==> config.mk <==
export PLATFORM = sky130hd
export DESIGN_NAME = tsb_slave
export DESIGN_NICKNAME = d
export VERILOG_FILES = /design/src/rtl/tsb_pkg.sv /design/src/rtl/tsb_sync.sv /design/src/rtl/tsb_shifter.sv /design/src/rtl/tsb_ctrl.sv /design/src/rtl/tsb_slave.sv
export SDC_FILE = /design/constraint.sdc
export NUM_CORES = 1
export LEC_CHECK = 0
export ABC_CLOCK_PERIOD_IN_PS = 2200
export BUFFER_PORTS_ARGS = -buffer_cell sky130_fd_sc_hd__clkbuf_2
export CAP_MARGIN = 30
export CORE_UTILIZATION = 50
export DETAILED_ROUTE_END_ITERATION = 12
export PLACE_DENSITY = 0.76
export RECOVER_POWER = 50
export SLEW_MARGIN = 40
export SYNTH_ARGS = -nofsm -noshare
export SYNTH_HDL_FRONTEND = slang
export SYNTH_SLANG_ARGS = --single-unit
export TNS_END_PERCENT = 10
==> constraint.sdc <==
create_clock -name clk -period 2.2 [get_ports clk]
set_input_delay 0.22 -clock clk [delete_from_list [all_inputs] [get_ports clk]]
set_output_delay 0.22 -clock clk [all_outputs]
set_load 0.02 [all_outputs]
==> src/rtl/tsb_pkg.sv <==
package tsb_pkg;

    typedef enum logic [2:0] {
        ST_IDLE,
        ST_HDR,
        ST_FETCH,
        ST_RDATA,
        ST_TAIL,
        ST_WDATA,
        ST_COMMIT,
        ST_SKIP
    } tsb_state_e;

    typedef enum logic [2:0] {
        SH_HOLD,
        SH_SHIFT,
        SH_LOAD,
        SH_ARM_VAL,
        SH_ARM_HDR
    } tsb_op_e;

endpackage

==> src/rtl/tsb_sync.sv <==
module tsb_sync #(
    parameter int           W       = 3,
    parameter int           STAGES  = 2,
    parameter logic [W-1:0] RST_VAL = '0
) (
    input  logic         clk,
    input  logic         rst_n,
    input  logic [W-1:0] d,
    output logic [W-1:0] q
);
    logic [STAGES-1:0][W-1:0] stg;

    always_ff @(posedge clk or negedge rst_n) begin
        if (!rst_n) begin
            for (int i = 0; i < STAGES; i++) stg[i] <= RST_VAL;
        end else begin
            stg[0] <= d;
            for (int i = 1; i < STAGES; i++) stg[i] <= stg[i-1];
        end
    end

    assign q = stg[STAGES-1];
endmodule

==> src/rtl/tsb_shifter.sv <==
module tsb_shifter
    import tsb_pkg::*;
#(
    parameter int DATA_W = 16,
    parameter int HDR_W  = 9,
    localparam int MAX_W = (DATA_W > HDR_W) ? DATA_W : HDR_W,
    localparam int CNT_W = $clog2(MAX_W)
) (
    input  logic              clk,
    input  logic              rst_n,
    input  tsb_op_e           op,
    input  logic              din,
    input  logic [DATA_W-1:0] par_in,
    output logic [DATA_W-1:0] shreg,
    output logic              cnt_zero
);
    logic [CNT_W-1:0] cnt;

    always_ff @(posedge clk or negedge rst_n) begin
        if (!rst_n) begin
            shreg <= '0;
            cnt   <= CNT_W'(HDR_W - 1);
        end else begin
            unique case (op)
                SH_HOLD: ;
                SH_SHIFT: begin
                    shreg <= {shreg[DATA_W-2:0], din};
                    cnt   <= cnt - 1'b1;
                end
                SH_LOAD: begin
                    shreg <= par_in;
                    cnt   <= CNT_W'(DATA_W - 1);
                end
                SH_ARM_VAL: begin
                    shreg <= '0;
                    cnt   <= CNT_W'(DATA_W - 1);
                end
                SH_ARM_HDR: begin
                    shreg <= '0;
                    cnt   <= CNT_W'(HDR_W - 1);
                end
                default: ;
            endcase
        end
    end

    assign cnt_zero = (cnt == '0);
endmodule

==> src/rtl/tsb_ctrl.sv <==
module tsb_ctrl
    import tsb_pkg::*;
(
    input  logic    clk,
    input  logic    rst_n,
    input  logic    sel_hi,
    input  logic    rise,
    input  logic    fall,
    input  logic    cnt_zero,
    input  logic    hdr_rd,
    input  logic    dev_ok,
    output tsb_op_e op,
    output logic    hdr_done,
    output logic    err_set,
    output logic    acc_rd,
    output logic    acc_wr,
    output logic    drive
);
    tsb_state_e state, nxt;

    always_ff @(posedge clk or negedge rst_n) begin
        if (!rst_n) state <= ST_IDLE;
        else        state <= nxt;
    end

    always_comb begin
        nxt      = state;
        op       = SH_HOLD;
        hdr_done = 1'b0;
        err_set  = 1'b0;
        if (sel_hi) begin
            nxt = ST_IDLE;
            op  = SH_ARM_HDR;
        end else begin
            unique case (state)
                ST_IDLE: begin
                    op  = SH_ARM_HDR;
                    nxt = ST_HDR;
                end
                ST_HDR: begin
                    if (rise) begin
                        if (cnt_zero) begin
                            hdr_done = 1'b1;
                            op       = SH_ARM_VAL;
                            if (!dev_ok) begin
                                err_set = 1'b1;
                                nxt     = ST_SKIP;
                            end else if (hdr_rd) begin
                                nxt = ST_FETCH;
                            end else begin
                                nxt = ST_WDATA;
                            end
                        end else begin
                            op = SH_SHIFT;
                        end
                    end
                end
                ST_FETCH: begin
                    op  = SH_LOAD;
                    nxt = ST_RDATA;
                end
                ST_RDATA: begin
                    if (rise) begin
                        op = SH_SHIFT;
                        if (cnt_zero) nxt = ST_TAIL;
                    end
                end
                ST_TAIL: begin
                    if (fall) begin
                        op  = SH_ARM_HDR;
                        nxt = ST_HDR;
                    end
                end
                ST_WDATA: begin
                    if (rise) begin
                        op = SH_SHIFT;
                        if (cnt_zero) nxt = ST_COMMIT;
                    end
                end
                ST_COMMIT: begin
                    op  = SH_ARM_HDR;
                    nxt = ST_HDR;
                end
                ST_SKIP: begin
                    if (rise) begin
                        if (cnt_zero) begin
                            op  = SH_ARM_HDR;
                            nxt = ST_HDR;
                        end else begin
                            op = SH_SHIFT;
                        end
                    end
                end
                default: nxt = ST_IDLE;
            endcase
        end
    end

    always_comb begin
        acc_rd = (state == ST_FETCH);
        acc_wr = (state == ST_COMMIT);
        drive  = (state == ST_RDATA) || (state == ST_TAIL);
    end
endmodule

==> src/rtl/tsb_slave.sv <==
module tsb_slave
    import tsb_pkg::*;
#(
    parameter int ADDR_W      = 3,
    parameter int REG_W       = 5,
    parameter int DATA_W      = 16,
    parameter int SYNC_STAGES = 2,
    parameter logic [(1<<ADDR_W)-1:0] DEV_MASK = 'h06
) (
    input  logic              clk,
    input  logic              rst_n,
    input  logic              bus_sel_n,
    input  logic              bus_clk,
    input  logic              bus_din,
    output logic              bus_dout,
    output logic              bus_doe,
    output logic [ADDR_W-1:0] acc_dev,
    output logic [REG_W-1:0]  acc_reg,
    output logic              acc_rd,
    output logic              acc_wr,
    output logic [DATA_W-1:0] acc_wdata,
    input  logic [DATA_W-1:0] acc_rdata,
    output logic              bus_err
);
    localparam int HDR_W = ADDR_W + 1 + REG_W;

    logic s_sel, s_clk, s_din, clk_q;
    logic rise, fall;

    tsb_sync #(.W(3), .STAGES(SYNC_STAGES), .RST_VAL(3'b100)) u_sync (
        .clk   (clk),
        .rst_n (rst_n),
        .d     ({bus_sel_n, bus_clk, bus_din}),
        .q     ({s_sel, s_clk, s_din})
    );

    always_ff @(posedge clk or negedge rst_n) begin
        if (!rst_n) clk_q <= 1'b0;
        else        clk_q <= s_clk;
    end

    assign rise = s_clk & ~clk_q & ~s_sel;
    assign fall = ~s_clk & clk_q;

    tsb_op_e           op;
    logic [DATA_W-1:0] shreg;
    logic              cnt_zero;

    tsb_shifter #(.DATA_W(DATA_W), .HDR_W(HDR_W)) u_shift (
        .clk      (clk),
        .rst_n    (rst_n),
        .op       (op),
        .din      (s_din),
        .par_in   (acc_rdata),
        .shreg    (shreg),
        .cnt_zero (cnt_zero)
    );

    logic [HDR_W-1:0]  hdr_word;
    logic [ADDR_W-1:0] hdr_dev;
    logic [REG_W-1:0]  hdr_reg;
    logic              hdr_rd;
    logic              dev_ok;

    assign hdr_word = {shreg[HDR_W-2:0], s_din};
    assign hdr_dev  = hdr_word[HDR_W-1 -: ADDR_W];
    assign hdr_rd   = hdr_word[REG_W];
    assign hdr_reg  = hdr_word[REG_W-1:0];
    assign dev_ok   = DEV_MASK[hdr_dev];

    logic hdr_done, err_set, drive;

    tsb_ctrl u_ctrl (
        .clk      (clk),
        .rst_n    (rst_n),
        .sel_hi   (s_sel),
        .rise     (rise),
        .fall     (fall),
        .cnt_zero (cnt_zero),
        .hdr_rd   (hdr_rd),
        .dev_ok   (dev_ok),
        .op       (op),
        .hdr_done (hdr_done),
        .err_set  (err_set),
        .acc_rd   (acc_rd),
        .acc_wr   (acc_wr),
        .drive    (drive)
    );

    logic [ADDR_W-1:0] dev_q;
    logic [REG_W-1:0]  reg_q;
    logic              dout_q, err_q;

    always_ff @(posedge clk or negedge rst_n) begin
        if (!rst_n) begin
            dev_q  <= '0;
            reg_q  <= '0;
            dout_q <= 1'b0;
            err_q  <= 1'b0;
        end else begin
            if (hdr_done) begin
                dev_q <= hdr_dev;
                reg_q <= hdr_reg;
            end
            if (drive && rise) dout_q <= shreg[DATA_W-1];
            if (err_set)       err_q  <= 1'b1;
        end
    end

    assign acc_dev   = dev_q;
    assign acc_reg   = reg_q;
    assign acc_wdata = shreg;
    assign bus_doe   = drive;
    assign bus_dout  = drive & dout_q;
    assign bus_err   = err_q;
endmodule

==> results of run 1 <==
[worst paths after layout]
check / startpoint / endpoint
min in group asynchronous: rst_n / u_shift.shreg[7]$_DFFE_PN0P_
max in group asynchronous: rst_n / u_sync.stg[1]$_DFF_PN0_
max: u_shift.cnt[0]$_DFFE_PN0P_ / acc_reg[4]$_DFFE_PN0P_
min reg2reg: u_sync.stg[1]$_DFF_PN0_ / u_sync.q[1]$_DFF_PN0_
max reg2reg: u_shift.cnt[0]$_DFFE_PN0P_ / acc_reg[4]$_DFFE_PN0P_
min: bus_sel_n / u_sync.stg[2]$_DFF_PN1_
[through the flow]
step / util [%] / area (µm²) / TNS (ps) / power (mW)
after global routing: 62.2 / 2290 / -47.3 / 1.58
after floorplan: - / 1930 / 0 / 0.982
after global placement: 59.9 / 2210 / 0 / 1.06
after CTS: 62.3 / 2300 / 0 / 1.52
after detailed placement: 59.9 / 2210 / 0 / 1.07
final: 62.2 / 2290 / 0 / 1.51
[worst reg2reg max path, cell delays in order (launching register included)]
cell and delay [ps]:
dfrtp_1 390, inv_1 100, ha_1 160, or3b_1 480, or4_1 640, nand2_1 150, nand2_1 70
[power breakdown]
part | total [mW] | internal (mW) | switching (mW)
registers | 0.814 | 0.771 | 0.0428
logic | 0.239 | 0.0914 | 0.148
clock network | 0.456 | 0.216 | 0.241
[cell families (layout without fill, tap and decap cells)]
logic type,after synthesis,after routing,share of synthesized area (%)
multiplexers,1,1,0.583
buffers and inverters,17,69,5.18
AO/OA/AOI/OAI,56,56,21.4
XOR/XNOR,2,2,0.907
flip-flops,40,40,52.0
AND/OR/NAND/NOR,77,77,19.2
adder cells (fa/ha/maj),1,1,0.648
[cells in the final DEF, fill, tap and decap left out, types with 5 or more instances in the layout]
| cell | instances |
|---|---|
| nor2_1 | 10 |
| o21ai_2 | 10 |
| buf_4 | 7 |
| dfrtp_1 | 37 |
| clkbuf_2 | 48 |
| a22oi_1 | 16 |
| o21ai_0 | 5 |
| o21ai_1 | 6 |
| nand2_1 | 48 |
| clkbuf_8 | 5 |
[routing by layer]
metal | track usage, % | up-vias | routed length, µm
met4 | 7.50 | 0 | 59
li1 | - | 779 | -
met3 | 6.61 | 6 | 266
met2 | 37.1 | 52 | 2050
met1 | 29.4 | 779 | 1760
met5 | 0 | - | 0
[area by class of cell]
type / instances / area (µm²) / share of cell area [%]
clock inverters: 1 / 5.00 / 0.218
multi-input cells: 137 / 826 / 36.0
repair buffers: 58 / 310 / 13.5
well taps: 48 / 60.1 / 2.62
inverters: 4 / 15.0 / 0.655
flip-flops and latches: 40 / 1000 / 43.8
clock buffers: 6 / 72.6 / 3.16
[what timing repair did]
action                                  CTS  global route
buffers inserted                          0             0
endpoints found under the setup margin    0             4
hold buffers                              1             0
endpoints found under the hold margin    34             0
==> summary.md, run 1 <==
| Metric | Value |
|---|---|
| Status | completed |
| Leakage power | approximately 1.1 nW |
| Mapped Nets | between 200 and 250 |
| Vias in the first global route | between 1500 and 2000 |
| GRT Overall Usage | roughly 23% |
| Max-slew headroom | a little over a third |
| Final net count | approximately 270 |
| Post-synth top area share | ~48% |
| Routed wire per std cell | ~14 µm |
| Post-synth EDFFs | 0 |
| PwrDens | around 660 mW/mm² |
| Post-synth top area cell | dfrtp_1 |
| Finished Layout Cells | 294 |
| CP delay by family, top | simple AND/OR/NAND/NOR gates |
| Layout Skew | approximately 6.0 ps |
| Hold Path Class | primary input to flip-flop |
| FF-to-FF setup slack | between 100 and 150 ps |
| Clock sink count | 40 |
| Row cnt | 22 |
| Yosys reg bits | 40 |
| Clk_lat worst skew | about 290 ps |
| CP Cell Sequence | inv_1 > ha_1 > or3b_1 > or4_1 > nand2_1 > nand2_1 |
| Tmin final | around 2100 ps |
| 1st-iter DRT viols | 99 |
| Area growth from synthesis to final layout | 18.8% |
| CP max stage delay | about 640 ps |
| Post-Syn Area | 0.00193 mm² |
| Most used DFF post-synth | dfrtp_1 |
| Logic depth of the worst setup path including buffers | 6 |
| CTS tree | done |
| Hpwl dp | between 2 and 3 mm |
| Antenna cell count | 0 |
| Final setup margin | a little over 100 ps |
| Critical setup path kind | flip-flop to flip-flop |
| Post-CTS sizing | 0 |
| Grt ovf | 0 |
| Largest cells by area after synthesis | dfrtp_1 48%, nand2_1 9.3%, a22oi_1 6.2% |
| Critical path's slowest cell | or4_1 |
| Share of cells above drive strength 1 | about 33% |
| Routability-driven placement congestion ratio | between 0.8 and 0.9 |
| Ports | 50 |
| Max cap viols | 0 |
| CTS Buffer Depth | 2 |
| Register area share after synthesis | roughly 52% |
| Initial antenna violation count | 0 |
| Core footprint | between 0.003 and 0.004 mm² |
| Die X | around 64 µm |
| Max Slew Vio Count | 0 |
| Unrepaired setup endpoints after global routing | true |
| Synth Instances | 194 |
| Critical Path RT | 2380 ps |
| Placed cells | between 200 and 300 |
| Slew @ Worst Pin | 962 ps |
| Post-synth top cells | 48 x nand2_1, 37 x dfrtp_1, 16 x a22oi_1 |
| Critical Path End Type | flip-flop |
| Via/cell ratio | about 5.5 |
| First-pass GRT wire length | about 7 mm |
| Largest net degree at the start of global routing | 41 |
| Setup WS pre-CTS | between 100 and 150 ps |
| FILL cells | 338 |
| CTS Buf Count | 5 |
| Worst hold slack | ~13 ps |
| Largest register FFs | 16 |
| IR drop worst, VDD | 0.000463 V |
| Top-count cell post-synth | nand2_1 |
| DRC | 0 |
| Post-synthesis area per instance | approximately 10 µm² |
| Final setup viols | 0 |
| First-pass DRT Iterations | 4 |
| Clk slew on worst S/H paths | 70 ps |
| Htree depth | 2 |
| Crit-path most repeated cell | nand2_1 |
| Post-DRT Antenna Nets | 0 |
| Die Area | about 0.004 mm² |
| PortBufs | 49 |
| Fmax | around 480 MHz |
| Async SR Flop Fraction | 100% |
| Starting Density | roughly 52% |
| Synth cell types | 40 |
| Hold Vio Cnt, Final | 0 |
| Crit share post-route | 95.4% |
| Worst Hold Depth | 1 |
| Synth warn | 0 |
| Die height | 64.1 µm |
| Vias | ~1600 |
| Arrival @ worst endpoint | 2280 ps |
| Final WL | ~4.1 mm |
| Reg2reg path depth | 6 |
| Root Buffer | clkbuf_8 |
| WP buf/inv | 1 |
| CP max FO | 9 |
| Startpoint types | flip-flop |
Note: power is estimated with default switching activity, not from simulation.
==> run 2, diff against run 1 <==
Settings changed: RECOVER_POWER 50 to 25.
==> run 2 against run 1 <==
Effect of this change: total power barely moved; maximum frequency about the same; via count decreased by 0.56%; highest routed layer unchanged.
==> summary.md, run 2 (same netlist as run 1, synthesis figures left out) <==
| Metric | Value |
|---|---|
| Status | completed |
| CP max stage delay | 640 ps (about the same) |
| Vias in the first global route | 1517 (unchanged) |
| First-pass GRT wire length | 7.03 mm (unchanged) |
| Initial antenna violation count | 0 (unchanged) |
| Max cap viols | 0 (unchanged) |
| Routability-driven placement congestion ratio | 0.859 (unchanged) |
| Unrepaired setup endpoints after global routing | true |
| Slew @ Worst Pin | 961 ps (-1.37 ps) |
| Critical setup path kind | flip-flop to flip-flop |
| Final setup viols | 0 (unchanged) |
| Post-DRT Antenna Nets | 0 (unchanged) |
| Hpwl dp | 2.88 mm (unchanged) |
| Max-slew headroom | 36.0% (+0.091 points) |
| Clk_lat worst skew | 290 ps (about the same) |
| Max Slew Vio Count | 0 (unchanged) |
| Die height | 64.1 µm (unchanged) |
| Hold Path Class | primary input to flip-flop |
| Reg2reg path depth | 6 (unchanged) |
| Commonest non-fill, non-tap cell in the layout | clkbuf_2 |
| Logic depth of the worst setup path including buffers | 6 (unchanged) |
| Area growth from synthesis to final layout | 18.9% |
| Worst hold path startpoint | bus_sel_n |
| Startpoint types | flip-flop |
| Core footprint | 0.00369 mm² (unchanged) |
| Ports | 50 (unchanged) |
| Tmin final | 2100 ps (-1.94 ps) |
| Largest register FFs | 16 (unchanged) |
| PwrDens | 657 mW/mm² (-0.16%) |
| Worst Hold Depth | 1 (unchanged) |
| Final WL | 4.14 mm (about the same) |
| Setup TNS | 0 ps (unchanged) |
| FILL cells | 339 (+0.30%) |
| Clock sink count | 40 (unchanged) |
| Critical path's slowest cell | or4_1 |
| Share of cells above drive strength 1 | 34.1% (+0.81 points) |
| Postcts setup bufs | 0 (unchanged) |
| Commonest cells after routing, fill and taps aside | 50 x clkbuf_2, 48 x nand2_1, 37 x dfrtp_1, 16 x a22oi_1 |
| Die Area | 0.00411 mm² (unchanged) |
| Root Buffer | clkbuf_8 |
| Fmax | 477 MHz (about the same) |
| Worst R2R End | acc_reg[4]$_DFFE_PN0P_ |
| FF-to-FF setup slack | 100 ps (about the same) |
| Layout Skew | 6.17 ps (+0.177 ps) |
| First-pass DRT Iterations | 4 (unchanged) |
| Post-CTS sizing | 0 (unchanged) |
| Die X | 64.1 µm (unchanged) |
| Via/cell ratio | 5.47 (-0.56%) |
| Vias | 1607 (-0.56%) |
| Crit share post-route | 95.3% (about the same) |
| Grt ovf | 0 (unchanged) |
| Final net count | 268 (unchanged) |
| CTS Buffer Depth | 2 (unchanged) |
| DRC | 0 (unchanged) |
| 1st-iter DRT viols | 99 (unchanged) |
| Row cnt | 22 (unchanged) |
| Hold Vio Cnt, Final | 0 (unchanged) |
| WP buf/inv | 1 (unchanged) |
| Antenna cell count | 0 (unchanged) |
| GRT Overall Usage | 22.9% (unchanged) |
| Placed cells | 286 (unchanged) |
| Arrival @ worst endpoint | 2280 ps (about the same) |
| CTS tree | done |
| PortBufs | 49 (unchanged) |
| Worst r2r src | u_shift.cnt[0]$_DFFE_PN0P_ |
| Finished Layout Cells | 294 (unchanged) |
| Crit-path most repeated cell | nand2_1 |
| CP max FO | 9 (unchanged) |
| Htree depth | 2 (unchanged) |
| Starting Density | 52.3% (unchanged) |
| Routed wire per std cell | 14.1 µm (about the same) |
| IR drop worst, VDD | 0.000462 V (-0.13%) |
| Hold endpoint | u_sync.stg[2]$_DFF_PN1_ |
| Largest net degree at the start of global routing | 41 (unchanged) |
| CTS Buf Count | 5 (unchanged) |
| CP delay by family, top | simple AND/OR/NAND/NOR gates |
| Critical Path RT | 2380 ps (about the same) |
| Clk slew on worst S/H paths | 70 ps (about the same) |
| Leakage power | 1.11 nW (+0.62%) |
| CP Cell Sequence | inv_1 > ha_1 > or3b_1 > or4_1 > nand2_1 > nand2_1 |
| Critical Path End Type | flip-flop |
## run 2: area by class of cell
cell class	count	area (µm²)	share of cell area [%]
Sequential cell	40	1000	43.8
Multi-Input combinational cell	137	826	36.0
Timing Repair Buffer	58	313	13.6
Clock buffer	6	72.6	3.16
Tap cell	48	60.1	2.62
Inverter	4	15.0	0.654
Clock inverter	1	5.00	0.218
## run 2: worst register-to-register path: cells and delay by family, from the launching register on
family | cells | cell delay [ps]
fa+ha+maj | 1 | 160
buf+inv | 1 | 100
flops | 1 | 400
simple gates | 4 | 1340
## run 2: per-stage QoR
stage               util [%]  worst slack (ps)  power (mW)  area (µm²)  hold slack (ps)
finish                  62.2               103        1.51        2300             13.7
global route            62.2             -18.5        1.58        2300            0.266
CTS                     62.3               121        1.52        2300             4.86
detailed placement      59.9               126        1.07        2210              305
global placement        59.9               174        1.06        2210              301
floorplan                  -               339       0.982        1930            -75.6
## run 2: worst max path at each step
stage | from | end | slack [ps]
detailed placement | u_shift.cnt[0]$_DFFE_PN0P_ | acc_reg[0]$_DFFE_PN0P_ | 130
floorplan | u_shift.cnt[0]$_DFFE_PN0P_ | u_shift.shreg[15]$_DFFE_PN0P_ | 340
global route | u_shift.cnt[0]$_DFFE_PN0P_ | u_shift.shreg[13]$_DFFE_PN0P_ | -20
CTS | u_shift.cnt[0]$_DFFE_PN0P_ | acc_reg[4]$_DFFE_PN0P_ | 120
finish | u_shift.cnt[0]$_DFFE_PN0P_ | acc_reg[4]$_DFFE_PN0P_ | 100
global placement | u_shift.cnt[0]$_DFFE_PN0P_ | acc_reg[4]$_DFFE_PN0P_ | 170
## run 2: metal layers
metal  global-route usage, %  wire length, µm
met1                    29.4             1800
met3                    6.61              250
met4                    7.50               59
met5                       0                0
met2                    37.1             2030
## run 2: power by group
part	leakage, nW	total (mW)	switching, mW	internal [mW]
clock	0.0410	0.455	0.239	0.216
combinational	0.541	0.240	0.148	0.0918
sequential	0.530	0.814	0.0430	0.771
total	1.11	1.51	0.430	1.08
## run 2: timing repair
item	CTS	global route
endpoints found under the hold margin	34	0
hold buffers	1	0
setup endpoints to repair	0	4
==> run 3, diff against run 2 <==
--- a/config.mk
+++ b/config.mk
@@ -9,7 +9,9 @@
 export BUFFER_PORTS_ARGS = -buffer_cell sky130_fd_sc_hd__clkbuf_2
 export CAP_MARGIN = 30
-export CORE_UTILIZATION = 50
+export CELL_PAD_IN_SITES_DETAIL_PLACEMENT = 1
+export CELL_PAD_IN_SITES_GLOBAL_PLACEMENT = 1
+export CORE_UTILIZATION = 39
 export DETAILED_ROUTE_END_ITERATION = 12
-export PLACE_DENSITY = 0.76
+export PLACE_DENSITY_LB_ADDON = 0.1
 export RECOVER_POWER = 25
 export SLEW_MARGIN = 40
==> constraint.sdc (replaced) <==
create_clock -name clk -period 2.2 [get_ports clk]
set_input_delay 0.66 -clock clk [delete_from_list [all_inputs] [get_ports clk]]
set_output_delay 0.66 -clock clk [all_outputs]
set_load 0.02 [all_outputs]
==> run 3 against run 2 <==
Effect of this change: setup slack worse by 11 ps; largest power group unchanged; critical path type is now flip-flop to output pin; highest routed layer unchanged; clock-buffer cell count stayed put; largest cell class unchanged; first-iteration DRC count stayed put.
==> summary.md, run 3 (same netlist as run 1, synthesis figures left out) <==
| Metric | Value |
|---|---|
| Status | completed |
| Clock sink count | 40 (unchanged) |
| GRT Overall Usage | 20.9% (-1.9 points) |
| Leakage power | 1.12 nW (+0.32%) |
| Largest net degree at the start of global routing | 41 (unchanged) |
| Core footprint | 0.00475 mm² (+29%) |
| Vias in the first global route | 1697 (+12%) |
| Clk slew on worst S/H paths | 80 ps (about the same) |
| Worst hold slack | 356 ps (+343 ps) |
| Row cnt | 25 (+14%) |
| First-pass DRT Iterations | 4 (unchanged) |
| Clk_lat worst skew | 290 ps (about the same) |
| DRC | 0 (unchanged) |
| PortBufs | 49 (unchanged) |
| CTS Buf Count | 5 (unchanged) |
| Worst R2R End | u_shift.shreg[11]$_DFFE_PN0P_ |
| Initial antenna violation count | 0 (unchanged) |
| Die X | 72.4 µm (+13%) |
| Fmax | 474 MHz (-0.51%) |
| CP max FO | 12 (+3) |
| Critical setup path kind | flip-flop to output pin |
| FILL cells | 580 (+71%) |
| Tmin final | 2110 ps (+10.8 ps) |
| Crit share post-route | 95.8% (+0.49 points) |
| Routability-driven placement congestion ratio | 0.813 (-5.3%) |
| Root Buffer | clkbuf_8 |
| # hold bufs at CTS | 0 (-1) |
| First-pass GRT wire length | 8.34 mm (+19%) |
| Commonest cells after routing, fill and taps aside | 50 x clkbuf_2, 48 x nand2_1, 35 x dfrtp_1, 16 x a22oi_1 |
| Critical Path End Type | output pin |
| Layout Skew | 6.54 ps (+0.368 ps) |
| Worst Hold Depth | 0 (-1) |
| Share of cells above drive strength 1 | 35.9% (+1.8 points) |
| Placed Area | 0.00225 mm² (+1.6%) |
| Arrival @ worst endpoint | 1450 ps (-830 ps) |
| Antenna cell count | 0 (unchanged) |
| Worst hold path startpoint | u_sync.stg[2]$_DFF_PN1_ |
| Die height | 72.4 µm (+13%) |
| Grt ovf | 0 (unchanged) |
| Via/cell ratio | 5.31 (-2.8%) |
| Final setup viols | 0 (unchanged) |
| Worst r2r src | u_shift.cnt[0]$_DFFE_PN0P_ |
| Critical path's slowest cell | dfrtp_2 |
| Ports | 50 (unchanged) |
| Hold Path Class | flip-flop to flip-flop |
| Startpoint types | flip-flop |
| Max-slew headroom | 32.7% (-3.3 points) |
| Hold endpoint | u_sync.q[2]$_DFF_PN1_ |
| FF-to-FF setup slack | 150 ps (+50 ps) |
| IR drop worst, VDD | 0.000329 V (-29%) |
| Multi-input combinational cell area | 836 µm² (+1.2%) |
| Area growth from synthesis to final layout | 20.9% |
| Fin area | 0.00233 mm² (+1.7%) |
| PwrDens | 658 mW/mm² (+0.17%) |
| Htree depth | 2 (unchanged) |
| Final WL | 5.10 mm (+23%) |
| CTS Buffer Depth | 2 (unchanged) |
| Largest register FFs | 16 (unchanged) |
| CTS tree | done |
| Post-DRT Antenna Nets | 0 (unchanged) |
| Sequential cell area | 0.00101 mm² (+0.25%) |
| Starting Density | 40.6% (-12 points) |
| Hpwl dp | 3.66 mm (+27%) |
| CP Cell Sequence | nor2_1 > and2_1 > clkbuf_2 |
| Commonest non-fill, non-tap cell in the layout | clkbuf_2 |
| Die Area | 0.00524 mm² (+27%) |
| Max Slew Vio Count | 0 (unchanged) |
| Slew @ Worst Pin | 1010 ps (+49.4 ps) |
| Placed cells | 305 (+6.6%) |
| Critical Path RT | 1540 ps (-840 ps) |
| 1st-iter DRT viols | 99 (unchanged) |
| Reg2reg path depth | 7 (+1) |
| Routed wire per std cell | 16.3 µm (+16%) |
| Final net count | 267 (-0.37%) |
| Finished Layout Cells | 312 (+6.1%) |
| Vias | 1657 (+3.1%) |
| Unrepaired setup endpoints after global routing | true |
| Max cap viols | 0 (unchanged) |
| CP max stage delay | 510 ps (-130 ps) |
| Hold Vio Cnt, Final | 0 (unchanged) |
run 3: per-layer routing:
| layer | share of wire [%] | routed length, µm | GRT usage (%) |
|---|---|---|---|
| met5 | 0 | 0 | 0 |
| met1 | 45 | 2300 | 27.4 |
| met2 | 51 | 2580 | 35.1 |
| met3 | 3.3 | 166 | 3.75 |
| met4 | 1.0 | 53 | 6.75 |
run 3: worst max-delay path by stage:
stage	startpoint	to	slack, ps
global route	u_shift.cnt[0]$_DFFE_PN0P_	u_shift.shreg[13]$_DFFE_PN0P_	-4
detailed placement	u_shift.cnt[0]$_DFFE_PN0P_	acc_dev[1]$_DFFE_PN0P_	110
global placement	u_shift.cnt[0]$_DFFE_PN0P_	acc_reg[0]$_DFFE_PN0P_	200
CTS	u_ctrl.state[0]$_DFFE_PN0P_	bus_dout	60
floorplan	u_ctrl.state[1]$_DFFE_PN0P_	bus_dout	90
finish	u_ctrl.state[2]$_DFFE_PN0P_	acc_rd	90
run 3: layout make-up:
class	instances	share of cell area (%)
clock buffer	6	3.11
timing repair buffer	57	13.5
sequential	40	43.1
clock inverter	1	0.214
inverter	4	0.643
tap	67	3.59
multi-input combinational	137	35.8
run 3: critical path: cells and delay by family (launching register included):
kind	cells	cell delay [ps]
flops	1	510
simple gates	2	470
buf+inv	1	180
run 3: report_power, final:
part | switching, mW | internal (mW) | total [mW]
registers | 0.0483 | 0.772 | 0.820
logic | 0.156 | 0.0973 | 0.253
clock network | 0.247 | 0.216 | 0.463
run 3: stage by stage:
stage          setup WS [ps]  power (mW)  util [%]  TNS [ps]
4_1_cts                 55.2        1.56      48.9         0
3_3_place_gp             199        1.07      47.3         0
2_1_floorplan           94.0       0.982         -         0
3_5_place_dp             112        1.09      47.3         0
5_1_grt                -3.70        1.61      49.1     -3.70
6_report                92.1        1.54      49.1         0
run 3: repair_timing:
item / CTS / global route
setup endpoints to repair: 1 / 6
cloned: 0 / 0
setup buffers: 0 / 0
resized for setup: 2 / 2
